**config.mk**
```make
export PLATFORM = sky130hd
export DESIGN_NAME = vdeact_unit
export DESIGN_NICKNAME = d
export VERILOG_FILES = /design/src/rtl/vdeact_pkg.sv /design/src/rtl/vdeact_gate.sv /design/src/rtl/vdeact_match.sv /design/src/rtl/vdeact_eoicnt.sv /design/src/rtl/vdeact_unit.sv
export SDC_FILE = /design/constraint.sdc
export NUM_CORES = 1
export LEC_CHECK = 0
export ABC_AREA = 1
export BUFFER_PORTS_ARGS = -buffer_cell sky130_fd_sc_hd__buf_2
export CAP_MARGIN = 15
export CORE_MARGIN = 10
export CORE_UTILIZATION = 54
export DETAILED_ROUTE_END_ITERATION = 8
export PLACE_DENSITY = 0.95
export SLEW_MARGIN = 0
export SYNTH_ARGS = -nofsm -noshare
export SYNTH_HDL_FRONTEND = slang
export SYNTH_HIERARCHICAL = 1
export SYNTH_SLANG_ARGS = --single-unit
```
**constraint.sdc**
```tcl
create_clock -name clk -period 5.1 [get_ports clk]
set_clock_uncertainty 0.15 [all_clocks]
set_input_delay 1.02 -clock clk [delete_from_list [all_inputs] [get_ports clk]]
set_output_delay 1.02 -clock clk [all_outputs]
set_load 0.03 [all_outputs]
```
**src/rtl/vdeact_pkg.sv**
```systemverilog
// Package: shared field positions for the list register entries and
// the hypervisor control word used by the deactivation unit.
// Assumes a 48-bit list register entry and a 32-bit control word.
package vdeact_pkg;
    localparam int LR_W      = 48;
    localparam int VID_LSB   = 0;
    localparam int VID_W     = 24;
    localparam int PID_LSB   = 24;
    localparam int PID_W     = 10;
    localparam int HW_BIT    = 34;
    localparam int PEND_BIT  = 35;
    localparam int ACT_BIT   = 36;
    localparam int CTRL_W    = 32;
    localparam int CNT_LSB   = 27;
    localparam int CNT_W     = 5;
    localparam int WDATA_W   = 32;
    localparam int NIRQ_W    = VID_W + 1;
    localparam int PID_LIMIT = 1020;
endpackage

```
**src/rtl/vdeact_gate.sv**
```systemverilog
// Module: vdeact_gate
// Decides whether a deactivate write is acted on. It extracts the ID
// and qualifies the strobe with the split-mode bit and the range check.
// Assumes num_irq counts valid IDs starting at zero.
module vdeact_gate
    import vdeact_pkg::*;
(
    input  logic               wr_en,
    input  logic [WDATA_W-1:0] wr_data,
    input  logic [NIRQ_W-1:0]  num_irq,
    input  logic               split_mode,
    output logic               go,
    output logic [VID_W-1:0]   id
);
    logic unused_hi;

    // Absorb upper written bits, which carry no meaning here.
    assign unused_hi = ^wr_data[WDATA_W-1:VID_W];

    // Take the ID from the low field and qualify the request.
    always_comb begin
        id = wr_data[VID_W-1:0];
        go = wr_en && split_mode && ({1'b0, id} < num_irq);
    end
endmodule

```
**src/rtl/vdeact_match.sv**
```systemverilog
// Module: vdeact_match
// Parallel search of the list registers for an active entry with the
// requested virtual ID. The lowest matching index wins.
// Assumes NUM_LR >= 1. Purely combinational.
module vdeact_match
    import vdeact_pkg::*;
#(
    parameter int NUM_LR = 4,
    localparam int IDX_W = (NUM_LR > 1) ? $clog2(NUM_LR) : 1
) (
    input  logic [NUM_LR*LR_W-1:0] lr_flat,
    input  logic [VID_W-1:0]       id,
    output logic                   hit,
    output logic [IDX_W-1:0]       idx,
    output logic [LR_W-1:0]        entry
);
    logic [LR_W-1:0]   lr_arr [NUM_LR];
    logic [NUM_LR-1:0] cand;

    genvar g;
    generate
        for (g = 0; g < NUM_LR; g++) begin : g_cmp
            // Unpack one entry and flag it when active with the same ID.
            always_comb begin
                lr_arr[g] = lr_flat[g*LR_W +: LR_W];
                cand[g]   = lr_arr[g][ACT_BIT] &&
                            (lr_arr[g][VID_LSB +: VID_W] == id);
            end
        end
    endgenerate

    // Priority pick: scan downward so that the lowest index overwrites.
    always_comb begin
        hit = 1'b0;
        idx = '0;
        for (int i = NUM_LR - 1; i >= 0; i--) begin
            if (cand[i]) begin
                hit = 1'b1;
                idx = IDX_W'(i);
            end
        end
    end

    // Select the winning entry contents.
    always_comb entry = lr_arr[idx];
endmodule

```
**src/rtl/vdeact_eoicnt.sv**
```systemverilog
// Module: vdeact_eoicnt
// Produces the control word with its end-of-interrupt count field
// advanced by one. The field wraps modulo its width, and all other
// bits are passed through unchanged.
module vdeact_eoicnt
    import vdeact_pkg::*;
(
    input  logic [CTRL_W-1:0] ctrl_in,
    output logic [CTRL_W-1:0] ctrl_next
);
    // Rewrite only the count field.
    always_comb begin
        ctrl_next = ctrl_in;
        ctrl_next[CNT_LSB +: CNT_W] = ctrl_in[CNT_LSB +: CNT_W] + CNT_W'(1);
    end
endmodule

```
**src/rtl/vdeact_unit.sv**
```systemverilog
// Module: vdeact_unit (top)
// Handles a write to the virtual deactivate register. It either clears
// the active bit of the matching list register entry (with an optional
// physical deactivate) or bumps the EOI count in the control word.
// All results are registered and appear one cycle after wr_en.
// Assumes the consumer applies the update strobes in that cycle.
module vdeact_unit
    import vdeact_pkg::*;
#(
    parameter int NUM_LR = 4,
    localparam int IDX_W = (NUM_LR > 1) ? $clog2(NUM_LR) : 1
) (
    input  logic                   clk,
    input  logic                   rst_n,
    input  logic                   wr_en,
    input  logic [WDATA_W-1:0]     wr_data,
    input  logic [NIRQ_W-1:0]      num_irq,
    input  logic                   split_mode,
    input  logic [NUM_LR*LR_W-1:0] lr_flat,
    input  logic [CTRL_W-1:0]      ctrl_in,
    output logic                   lr_wr_en,
    output logic [IDX_W-1:0]       lr_wr_idx,
    output logic [LR_W-1:0]        lr_wr_data,
    output logic                   ctrl_wr_en,
    output logic [CTRL_W-1:0]      ctrl_wr_data,
    output logic                   phys_deact_valid,
    output logic [PID_W-1:0]       phys_deact_id
);
    logic              go;
    logic [VID_W-1:0]  id;
    logic              hit;
    logic [IDX_W-1:0]  idx;
    logic [LR_W-1:0]   entry;
    logic [CTRL_W-1:0] ctrl_next;
    logic              phys_ok;
    logic [LR_W-1:0]   cleared;

    vdeact_gate u_gate (
        .wr_en      (wr_en),
        .wr_data    (wr_data),
        .num_irq    (num_irq),
        .split_mode (split_mode),
        .go         (go),
        .id         (id)
    );

    vdeact_match #(.NUM_LR(NUM_LR)) u_match (
        .lr_flat (lr_flat),
        .id      (id),
        .hit     (hit),
        .idx     (idx),
        .entry   (entry)
    );

    vdeact_eoicnt u_cnt (
        .ctrl_in   (ctrl_in),
        .ctrl_next (ctrl_next)
    );

    // Decide whether the matched entry links to a physical interrupt.
    always_comb begin
        phys_ok = entry[HW_BIT] &&
                  (int'(entry[PID_LSB +: PID_W]) < PID_LIMIT);
        cleared = entry;
        cleared[ACT_BIT] = 1'b0;
    end

    // Strobe register: one-cycle pulses per accepted write.
    always_ff @(posedge clk) begin
        if (!rst_n) begin
            lr_wr_en         <= 1'b0;
            ctrl_wr_en       <= 1'b0;
            phys_deact_valid <= 1'b0;
        end else begin
            lr_wr_en         <= go && hit;
            ctrl_wr_en       <= go && !hit;
            phys_deact_valid <= go && hit && phys_ok;
        end
    end

    // Payload register: captured only when a write is accepted.
    always_ff @(posedge clk) begin
        if (!rst_n) begin
            lr_wr_idx     <= '0;
            lr_wr_data    <= '0;
            ctrl_wr_data  <= '0;
            phys_deact_id <= '0;
        end else if (go) begin
            lr_wr_idx     <= idx;
            lr_wr_data    <= cleared;
            ctrl_wr_data  <= ctrl_next;
            phys_deact_id <= entry[PID_LSB +: PID_W];
        end
    end
endmodule

```
==> impl.org, run 1 <==
** Outcome
- Run status :: complete, no violations

** Critical path
- The worst register-to-register path has a setup slack of 4.16 ns.
- Max FO, Critical Path :: 24
- Critical path startpoint category :: primary input
- Required time of the critical path :: between 5 and 6 ns
- The worst register-to-register path ends at ctrl_wr_data[12]$_SDFFE_PN0P_.
- Crit path max-delay cell type :: sky130_fd_sc_hd__xnor2_1
- In this run the critical register-to-register path is launched from ctrl_wr_data[12]$_SDFFE_PN0P_.
- The signal on the critical path passes through buf_2, xnor2_1, nand3b_1, nor2_1, nand3_1, o21a_1, nor2_4, buf_4, nand3_1, nand2_1, nor2_1, nor2_1.
- Endpoint of the most critical setup path :: lr_wr_data[11]$_SDFFE_PN0P_
- Type of the worst setup path :: in2reg
- Top cell family by delay on the critical path :: simple AND/OR/NAND/NOR gates
- The critical path starts at wr_data[22].
- Critical Path Sink Type :: flop
- Arrival @ worst endpoint :: roughly 3.8 ns
- The most numerous cell type found on the critical path is sky130_fd_sc_hd__nor2_1.
- Register-to-Register Path Depth :: 2
- The largest single stage delay on the critical path is ~0.57 ns.
- Buffer and inverter count on the worst path :: 2
- In this run the number of cells on the critical path is 12.

** Clock tree
- Clock tree synthesis selected as its root buffer the cell sky130_fd_sc_hd__clkbuf_16.
- The clock net in this run drives a total of 84 sinks.
- Counting along the longest clock path gives a buffer depth of 2.
- Clock transition at the register clock pins on the worst setup and hold paths after CTS :: about 0.060 ns
- Hold buffers post-CTS :: 0
- Post-CTS setup buffers :: 0
- CTS tree :: yes
- Num CTS Buffers :: 9
- In this run the number of H-tree levels came out at 3.
- Number of instances resized during post-cts repair :: 0
- Clock latency on the worst-skew pair, taken at its later pin, is about 0.34 ns.

** Power and ir drop
- Combinational cell fraction of total power :: a little over a third
- The analysis attributes to net switching a power of roughly 830 µW.
- Int Pwr :: about 1.4 mW
- The share of total power dissipated in the clock network is 32.1%.
- In this run, flip-flops and latches consume 32.9% of the power.
- Switching Share :: between 30% and 40%
- Worst-case vdd ir drop :: approximately 0.21 mV
- Power per Cell Area :: just over 200 nW/µm²
- For this design the static power due to leakage is slightly below 7 nW.

** Drt
- Count of vias placed by the detailed router :: 11.7k
- Via count normalized by instance count :: 5.33
- After detailed routing, the average wire length per cell comes to approximately 19 µm.
- Iteration-0 DRC count of the detailed router :: 1104
- Number of iterations in the first detailed-routing pass :: 9
- DRC violation count after routing :: 0
- Once detail routing completed, the nets flagged for antenna violations numbered 0.
- The final layout contains routed wiring with a total length of just over 40 mm.

** Die
- Once the floorplan was initialized, standard cells occupied a little over half of the core.
- During I/O placement, the number of pins put on the boundary was 380.
- Count of standard-cell rows :: between 40 and 50
- The floorplan step set the die width to between 100 and 150 µm.
- After floorplanning, the core was sized to cover 16600 µm².
- Die outline height :: 150 µm
- The floorplan step defined a die boundary enclosing 22500 µm².

** Placement
- Once placement finished, the instance area stood at between 10000 and 15000 µm².
- Count of port buffers added during placement :: 370
- Pre-CTS setup slack :: roughly 1.3 ns
- DP HPWL :: between 30 and 40 mm
- The congestion estimate from routability-driven global placement came to around 1.1.

** Timing
- Fin crit period :: between 3 and 4 ns
- Slew @ Worst Pin :: around 0.73 ns
- Setup_tns :: 0 ns
- Max Transition Viols Final :: 0
- Total setup violations reported at the end of the flow :: 0
- The worst path meets setup with around 1.4 ns of slack.
- Count of final hold-check violations :: 0
- For this run, the top clock speed supported by timing is around 0.27 GHz.
- Share of the clock period used by the worst path :: around 72%
- Relative slew slack :: 51.1%
- Setup repair after global routing missed its margin :: false

** Yosys
- Mean post-synth cell area :: around 5.4 µm²
- Net count after synthesis :: 2008
- Cell area after technology mapping :: ~9000 µm²
- Ys Warns :: 6
- Post-Synthesis Cells :: 1699

** GRT
- Sum of overflow across all layers after global routing :: 0
- Entering global routing, the biggest net connects 95 pins.
- The number of global-route vias before repair came to 11.2k.
- Total GRT Usage :: roughly 34%
- The first global-routing pass estimated ~61 mm of wire.
- Antenna violations before repair :: 1

** Cells and area
- After routing the design area is approximately 11000 µm².
- Net count, final :: 2268
- Fraction of final layout cells with drive strength greater than 1 :: between 20% and 30%
- After filler insertion, the fill cell instance count of the layout stands at between 1.5k and 2k.
- Relative to the synthesized area, the layout overhead comes to 18.3%.

** Flow run
- Across the run, the number of max-cap violations was 0.

** Worst hold path
- Path type of the worst min-delay path :: reg2reg
- The worst hold path begins at lr_wr_data[21]$_SDFFE_PN0P_.
final cells by class:
cell class	instances	area (µm²)	share of cell area, %
clock inverters	7	98.8	0.918
diodes	1	2.50	0.0232
clock buffers	9	225	2.09
multi-input cells	1214	5520	51.2
well taps	220	275	2.56
repair buffers	381	1960	18.2
flip-flops and latches	84	1680	15.6
inverters	269	1010	9.42
cell usage in the layout, fill, tap and decap left out, types with 11 or more instances in the layout:
master	n
sky130_fd_sc_hd__dfxtp_1	84
sky130_fd_sc_hd__nor2_1	294
sky130_fd_sc_hd__nand2_1	475
sky130_fd_sc_hd__o21ai_0	90
sky130_fd_sc_hd__inv_2	12
sky130_fd_sc_hd__xnor2_1	11
sky130_fd_sc_hd__ha_1	24
sky130_fd_sc_hd__buf_2	370
sky130_fd_sc_hd__nand4_1	30
sky130_fd_sc_hd__nor3_1	12
sky130_fd_sc_hd__xor2_1	15
sky130_fd_sc_hd__nand3_1	222
sky130_fd_sc_hd__inv_1	256
state kept, by name (all words and copies together), names as in the netlist:
register	flops
ctrl_wr_data	32
ctrl_wr_en	1
lr_wr_data	38
lr_wr_en	1
lr_wr_idx	2
phys_deact_id	9
phys_deact_valid	1
per-stage QoR:
step | power [mW] | hold WS [ns] | std cells | util (%)
5_1_grt | 2.32 | 0.357 | 2185 | 65.0
2_1_floorplan | 1.24 | 0.492 | 1699 | -
3_5_place_dp | 1.50 | 0.327 | 2168 | 63.0
3_3_place_gp | 1.48 | 0.321 | 2168 | 63.0
6_report | 2.22 | 0.343 | 2185 | 65.0
4_1_cts | 2.21 | 0.345 | 2184 | 64.9
power groups by stage:
stage               sequential [mW]  clock [mW]  combinational (mW)
detailed placement            0.741           0               0.756
floorplan                     0.834           0               0.402
global placement              0.739           0               0.743
CTS                           0.728       0.721               0.761
finish                        0.729       0.712               0.775
global route                  0.732       0.745               0.845
how the worst min path moves through the flow:
stage / end / slack (ns) / depth (start not counted)
after floorplan: ctrl_wr_data[0]$_SDFFE_PN0P_ / 0.49 / 2
after global placement: ctrl_wr_data[6]$_SDFFE_PN0P_ / 0.32 / 2
after detailed placement: lr_wr_data[21]$_SDFFE_PN0P_ / 0.33 / 2
after CTS: lr_wr_data[21]$_SDFFE_PN0P_ / 0.35 / 2
after global routing: ctrl_wr_data[4]$_SDFFE_PN0P_ / 0.36 / 2
final: lr_wr_data[21]$_SDFFE_PN0P_ / 0.34 / 2
routing by layer:
metal	global-route usage [%]	part of all wire, %	vias to the layer above
met2	58.2	47	707
met3	7.22	10	111
li1	-	-	5683
met1	39.9	38	5153
met5	0	0	-
met4	15.2	4.1	0
worst min-delay path, stage by stage, from the launching register on:
cell	delay [ns]
sky130_fd_sc_hd__dfxtp_1	0.32
sky130_fd_sc_hd__o21ai_0	0.07
sky130_fd_sc_hd__nor2_1	0.07
Power figures use the tool's default switching activity.
==> inputs of run 2 (changes only) <==
--- a/config.mk
+++ b/config.mk
@@ -9,9 +9,9 @@
 export BUFFER_PORTS_ARGS = -buffer_cell sky130_fd_sc_hd__buf_2
 export CAP_MARGIN = 15
 export CORE_MARGIN = 10
-export CORE_UTILIZATION = 54
+export CORE_UTILIZATION = 50
 export DETAILED_ROUTE_END_ITERATION = 8
-export PLACE_DENSITY = 0.95
+export PLACE_DENSITY = 0.94
 export SLEW_MARGIN = 0
 export SYNTH_ARGS = -nofsm -noshare
 export SYNTH_HDL_FRONTEND = slang
==> constraint.sdc (replaced) <==
create_clock -name clk -period 3.71 [get_ports clk]
set_clock_uncertainty 0.15 [all_clocks]
set_input_delay 0.742 -clock clk [delete_from_list [all_inputs] [get_ports clk]]
set_output_delay 0.742 -clock clk [all_outputs]
set_load 0.03 [all_outputs]
==> run 2 against run 1 <==
Effect of this change:
- sequential power grew 37%
- clock power grew 31%
- wire length shrank 3.1%
- highest routed layer is now met5
- combinational power grew 37%
- power grew 35%
- sequential share of layout area shrank 0.085 points
==> impl.org, run 2 (synthesis gave the netlist of run 1 again) <==
** Timing
- Setup repair after global routing missed its margin :: false
- At the pin with the least slew margin, the transition time is approximately 0.64 ns.
- Setup total negative slack on the finished layout was measured at 0 ns.
- The hold violation count in the final report came to 0.
- Setup violations remaining at the end of the flow were counted as 0.
- Fin crit period :: slightly above 3 ns
- Maximum achievable frequency :: roughly 0.33 GHz
- Measured against its own limit, the worst slew margin works out to 57.5%.
- The number of slew-limit violations in the final report is 0.
- Share of the clock period used by the worst path :: about four fifths

** Cells and area
- Leaving out fill and tap cells, the most frequent cell in the layout is sky130_fd_sc_hd__nand2_1.
- The largest registers in the layout are lr_wr_data (38), ctrl_wr_data (32), phys_deact_id (9).
- Largest reg by FF count :: lr_wr_data
- Net count, final :: ~2.3k
- The library cells used most frequently in the layout, excluding fill and tap cells, are 475 x sky130_fd_sc_hd__nand2_1, 370 x sky130_fd_sc_hd__buf_2, 294 x sky130_fd_sc_hd__nor2_1.
- Counting the fill cells in the layout gives between 1.5k and 2k.
- Util after Layout :: roughly three fifths
- Flip-flop count of the largest register after layout :: 38
- Area overhead of the layout relative to synthesis :: 18.9%
- Count of non-filler cells in the finished layout :: ~2.2k
- Final instance area :: roughly 11000 µm²
- Of the cells placed in the final design, the portion with a size suffix greater than 1 is between 20 and 25%.

** Placement
- DP HPWL :: about 32 mm
- Area after detailed placement :: 10500 µm²
- The congestion estimate from routability-driven global placement came to around 1.
- Placed insts :: between 2k and 2.5k
- Count of port buffers added during placement :: 370

** Critical path
- The slowest stage of the critical path is the sky130_fd_sc_hd__xnor2_1 cell.
- Together, buffers and inverters on the worst path number 2.
- Data on the critical path is required at its endpoint by 3.79 ns.
- Critical Path Sink Type :: flop
- In this design, the stage delay of the slowest critical-path cell is between 0.5 and 0.6 ns.
- The critical path is of the in2reg type.
- Broken down by cell family, the worst path's largest delay share belongs to simple AND/OR/NAND/NOR gates.
- Max FO, Critical Path :: 31
- Cell breakdown of the critical path :: buf_2, xnor2_1, nand3b_1, nor2_1, nand3_1, o21a_1, nor2_4, buf_4, nand3_1, nand2_1, nand2_1, nor2_1, a21oi_1
- Data arrives at the worst endpoint at about 3.1 ns.
- The worst setup path is launched from a primary input.

** Die
- In this run the core area contains 49 standard-cell rows.
- The die is ~150 µm wide.
- In this run the count of I/O pins placed on the die edge is 380.
- In this run the standard cell core region covers 18000 µm².
- From bottom edge to top edge, the die measures ~150 µm.
- The die covers 24000 µm².
- The initial utilization of the core area, before any placement, comes to about half.

** Drt
- Routed WL per cell :: roughly 18 µm
- In this run the remaining antenna-violating nets after routing total 0.
- In the routed design, unresolved DRC markers number 0.
- Number of iterations in the first detailed-routing pass :: 6
- Dividing the detail-routed via count by the number of cells gives 5.30.
- The final layout contains routed wiring with a total length of 39.3 mm.
- Count of vias placed by the detailed router :: around 12k
- Iteration-0 DRC count of the detailed router :: approximately 1.1k

** Worst hold path
- Path type of the worst min-delay path :: reg2reg

** Power and ir drop
- Total net switching power :: approximately 1.1 mW
- The share of total power dissipated in the clock network is 31.2%.
- Int Pwr :: 1.86 mW
- Combinational logic is responsible for between 30% and 40% of the overall power.
- Worst-case vdd ir drop :: between 0.2 and 0.25 mV
- Pleak :: approximately 7 nW
- In this run the power density over the cells is 276 nW/µm².
- Overall power consumption :: around 3 mW
- Switching Share :: 37.7%
- Of the total power, registers draw about 34%.

** Clock tree
- Hold buffers post-CTS :: 0
- In this run, CTS created clock tree buffers numbering 9.
- Post-CTS setup buffers :: 0
- Buffers from clock root to sink, at most :: 2
- TritonCTS built the clock tree.
- Cell at the root of the clock tree :: sky130_fd_sc_hd__clkbuf_16
- After clock tree synthesis, the clock-pin slew on the worst setup and hold paths is ~0.060 ns.
- Number of levels the H-tree was split into :: 3
- For this design, the sink count on the clock tree is between 80 and 90.
- Number of instances resized during post-cts repair :: 0
- Clock latency on the worst-skew pair, taken at its later pin, is approximately 0.34 ns.

** GRT
- Pin count of the biggest net entering global routing :: 84
- Sum of overflow across all layers after global routing :: 0
- Global routing used 30.7% of the available tracks across all layers.
- The number of global-route vias before repair came to about 11k.
- The initial antenna violation count is 6.
- The first global-routing pass estimated approximately 60 mm of wire.

** Flow run
- Max-cap violations in this run came to 0.

** Outcome
- The flow ran to the end, and the final reports show no timing, DRC or antenna violations.
## run 2: per-layer routing
layer	GRT usage (%)	part of all wire (%)
met2	51.9	47
met5	0	0.018
met3	7.33	11
met4	12.4	3.9
met1	36.5	38
## run 2: cell type report
class,count,area (µm²),share of cell area (%)
timing repair buffer,388,2010,18.6
antenna,5,12.5,0.116
sequential,84,1680,15.5
clock buffer,10,239,2.21
clock inverter,6,70.1,0.647
inverter,269,1010,9.37
multi-input combinational,1214,5520,50.9
tap,229,287,2.65
## run 2: per-stage QoR
stage,hold slack (ns),setup WS (ns)
2_1_floorplan,0.492,1.05
3_5_place_dp,0.327,0.477
3_3_place_gp,0.319,0.545
4_1_cts,0.346,0.833
6_report,0.345,0.693
5_1_grt,0.370,0.616
## run 2: tightest hold or removal path: cells and delay by family, from the launching register on
kind            cells  cell delay, ns
flops               1            0.32
simple gates        1            0.07
compound gates      1            0.07
## run 2: power groups by stage
stage / clock, mW / combinational (mW) / sequential [mW]
final: 0.932 / 1.06 / 1.00
after global routing: 0.987 / 1.16 / 1.01
after CTS: 0.947 / 1.04 / 1.00
after detailed placement: 0 / 1.03 / 1.02
after global placement: 0 / 1.02 / 1.02
after floorplan: 0 / 0.552 / 1.15
## run 2: worst paths after layout
| check | start | end | slack (ns) | cells past startpoint |
|---|---|---|---|---|
| hold reg to reg | lr_wr_data[19]$_SDFFE_PN0P_ | lr_wr_data[19]$_SDFFE_PN0P_ | 0.35 | 2 |
| setup reg to reg | phys_deact_id[3]$_SDFFE_PN0P_ | phys_deact_id[3]$_SDFFE_PN0P_ | 2.86 | 2 |
| hold / removal | lr_wr_data[19]$_SDFFE_PN0P_ | lr_wr_data[19]$_SDFFE_PN0P_ | 0.35 | 2 |
| setup / recovery | wr_data[22] | phys_deact_valid$_SDFF_PN0_ | 0.69 | 13 |
==> inputs of run 3 (changes only) <==
==> constraint.sdc (replaced) <==
create_clock -name clk -period 2.8 [get_ports clk]
set_clock_uncertainty 0.15 [all_clocks]
set_input_delay 0.56 -clock clk [delete_from_list [all_inputs] [get_ports clk]]
set_output_delay 0.56 -clock clk [all_outputs]
set_load 0.03 [all_outputs]
==> run 3 against run 2 <==
Effect of this change:
- critical endpoint is now lr_wr_data[13]$_SDFFE_PN0P_
- worst hold slack worse by 0.055 ns
- largest cell class unchanged
- clock-buffer cell count rose by 1
- cell count rose by 2.0%
==> impl.org, run 3 (synthesis gave the netlist of run 1 again) <==
** Die
- Number of I/O pins :: 380
- Die outline height :: roughly 150 µm
- The die covers approximately 24000 µm².
- Die extent in x :: between 150 and 200 µm
- Placeable core area :: roughly 18000 µm²
- Initial core utilization :: 50.7%
- The initialized floorplan defines 49 standard-cell rows.

** Timing
- The worst path needs 2.65 ns of the cycle, external delays included.
- Setup slack on the critical path of the routed design comes to 0.152 ns.
- Derived from the worst setup path, the maximum achievable clock frequency is 0.378 GHz.
- Setup_tns :: 0 ns
- The number of slew-limit violations in the final report came to 0.
- Setup repair after global routing missed its margin :: false
- Total setup violations reported at the end of the flow :: 0
- The hold violation count in the final report is 0.
- The final critical path takes up roughly 95% of the cycle.

** Clock tree
- Hold repair after CTS inserted 0 buffers.
- Cell at the root of the clock tree :: sky130_fd_sc_hd__clkbuf_16
- In this run the number of H-tree levels came out at 3.
- TritonCTS built the clock tree.
- Post-CTS setup buffers :: 0
- Clock-pin slew was measured on the worst setup and hold paths at about 0.06 ns.
- After clock tree synthesis, the repair step resized 0 gates.
- Buffers from clock root to sink, at most :: 2
- CTS sink count :: 84
- TritonCTS created 9 clock buffers.
- Clock latency on the worst-skew pair, taken at its later pin, is approximately 0.34 ns.

** GRT
- Entering global routing, the biggest net connects 68 pins.
- Antenna violations before repair :: 12
- Wire length of the first global-routing pass :: around 58 mm
- Total GRT Usage :: between 20 and 30%
- For this run the aggregate overflow at the end of global routing stands at 0.
- Vias in the first global route :: 11.4k

** Cells and area
- The finished layout holds 2249 standard cells, fillers aside.
- The top cell types in the final layout, fill and taps aside, are 475 x sky130_fd_sc_hd__nand2_1, 370 x sky130_fd_sc_hd__buf_2, 294 x sky130_fd_sc_hd__nor2_1.
- The library cell used most frequently in the layout, excluding fill and tap cells, is sky130_fd_sc_hd__nand2_1.
- Compared with the post-synthesis result, the final layout area differs by 24.2%.
- Cells with a size suffix above 1 make up between 20% and 30% of the layout.
- Largest reg by FF count :: lr_wr_data
- Flip-flop count of the largest register after layout :: 38
- The largest registers in the layout are lr_wr_data (38), ctrl_wr_data (32), phys_deact_id (9).
- At the end of the flow, the number of nets in the layout was ~2.3k.
- Util after Layout :: 63.0%

** Drt
- The detailed router finished its first iteration with between 1.5k and 2k violations.
- Final WL :: approximately 38 mm
- Routed WL per cell :: approximately 17 µm
- Count of vias placed by the detailed router :: roughly 12k
- The detail route stage leaves a number of antenna-violating nets equal to 0.
- Number of iterations in the first detailed-routing pass :: 9
- Via count normalized by instance count :: around 5.4
- DRC violation count after routing :: 0

** Critical path
- STA puts the critical path data arrival time at 2.73 ns.
- Type of the worst setup path :: in2reg
- Required time of the critical path :: ~2.9 ns
- Critical Path Sink Type :: flop
- Critical path startpoint category :: primary input
- Along the worst path, the maximum fanout reaches 44.

** Worst hold path
- In this run the worst hold path is classified as in2reg.

** Placement
- Pre-CTS setup slack :: approximately 0.0008 ns
- DP HPWL :: between 30 and 40 mm
- At the end of routability-driven placement, the weighted congestion stood at roughly 1.2.
- Count of port buffers added during placement :: 370
- In this run, placement finished with an instance count of approximately 2.2k.

** Outcome
- The flow ran to the end, and the final reports show no timing, DRC or antenna violations.

** Power and ir drop
- Overall power consumption :: 4.10 mW
- In this run the static leakage power is approximately 7.1 nW.
- In this run the power density over the cells is between 300 and 400 nW/µm².
- The worst-case IR drop observed on VDD is ~0.35 mV.

** Flow run
- Max-cap violation count :: 0
## run 3: cell types whose count changed in the layout (fill, tap and decap cells not counted)
cell	before	now
sky130_fd_sc_hd__buf_4	16	43
sky130_fd_sc_hd__buf_12	2	14
sky130_fd_sc_hd__diode_2	5	10
sky130_fd_sc_hd__clkinvlp_4	3	1
sky130_fd_sc_hd__bufinv_16	1	2
sky130_fd_sc_hd__clkbuf_8	1	2
sky130_fd_sc_hd__clkinv_2	0	1
sky130_fd_sc_hd__inv_6	3	2
## run 3: final timing paths
kind	from	to	slack, ns	cells past startpoint
min	ctrl_in[23]	ctrl_wr_data[23]$_SDFFE_PN0P_	0.29	3
max reg2reg	ctrl_wr_data[19]$_SDFFE_PN0P_	ctrl_wr_data[19]$_SDFFE_PN0P_	1.97	2
min reg2reg	lr_wr_data[39]$_SDFFE_PN0P_	lr_wr_data[39]$_SDFFE_PN0P_	0.34	2
max	wr_data[0]	lr_wr_data[13]$_SDFFE_PN0P_	0.15	17
## run 3: per-stage QoR
stage	hold slack, ns	instance area [µm²]
CTS	0.276	11300
detailed placement	0.327	11000
floorplan	0.492	9110
global placement	0.322	11000
global route	0.289	11300
finish	0.291	11300
## run 3: critical path, stage by stage
cell and delay [ns]:
sky130_fd_sc_hd__buf_2 0.14, sky130_fd_sc_hd__inv_1 0.10, sky130_fd_sc_hd__nand2_1 0.10, sky130_fd_sc_hd__inv_1 0.05
sky130_fd_sc_hd__nor2_1 0.15, sky130_fd_sc_hd__nand2_1 0.10, sky130_fd_sc_hd__nor2_1 0.24, sky130_fd_sc_hd__nand3_1 0.16
sky130_fd_sc_hd__nand2_1 0.13, sky130_fd_sc_hd__nand2_2 0.11, sky130_fd_sc_hd__nand2_2 0.14, sky130_fd_sc_hd__buf_12 0.23
sky130_fd_sc_hd__nand2_1 0.07, sky130_fd_sc_hd__nand3_1 0.12, sky130_fd_sc_hd__nand2_1 0.12, sky130_fd_sc_hd__nor2_1 0.13
sky130_fd_sc_hd__nor2_1 0.05
## run 3: cell type report
type	count	area [µm²]
fill	1668	6650
multi-input combinational	1214	5520
timing repair buffer	427	2450
sequential	84	1680
inverter	269	1010
tap	229	287
clock buffer	11	253
clock inverter	5	81.3
antenna	10	25.0
## run 3: where the power goes
part	switching, mW	total [mW]	leakage (nW)	internal [mW]
Combinational	0.936	1.46	6.24	0.519
Sequential	0.0439	1.33	0.691	1.28
Clock	0.486	1.32	0.162	0.832
Total	1.47	4.10	7.09	2.63
## run 3: layer usage
layer | wire length, µm | global-route usage [%] | share of wire (%) | vias to the layer above
li1 | - | - | - | 5784
met3 | 5270 | 9.54 | 14 | 223
met4 | 2580 | 18.9 | 6.9 | 8
met1 | 13000 | 33.2 | 35 | 5199
met2 | 16700 | 46.6 | 44 | 931
met5 | 41 | 0 | 0.11 | -
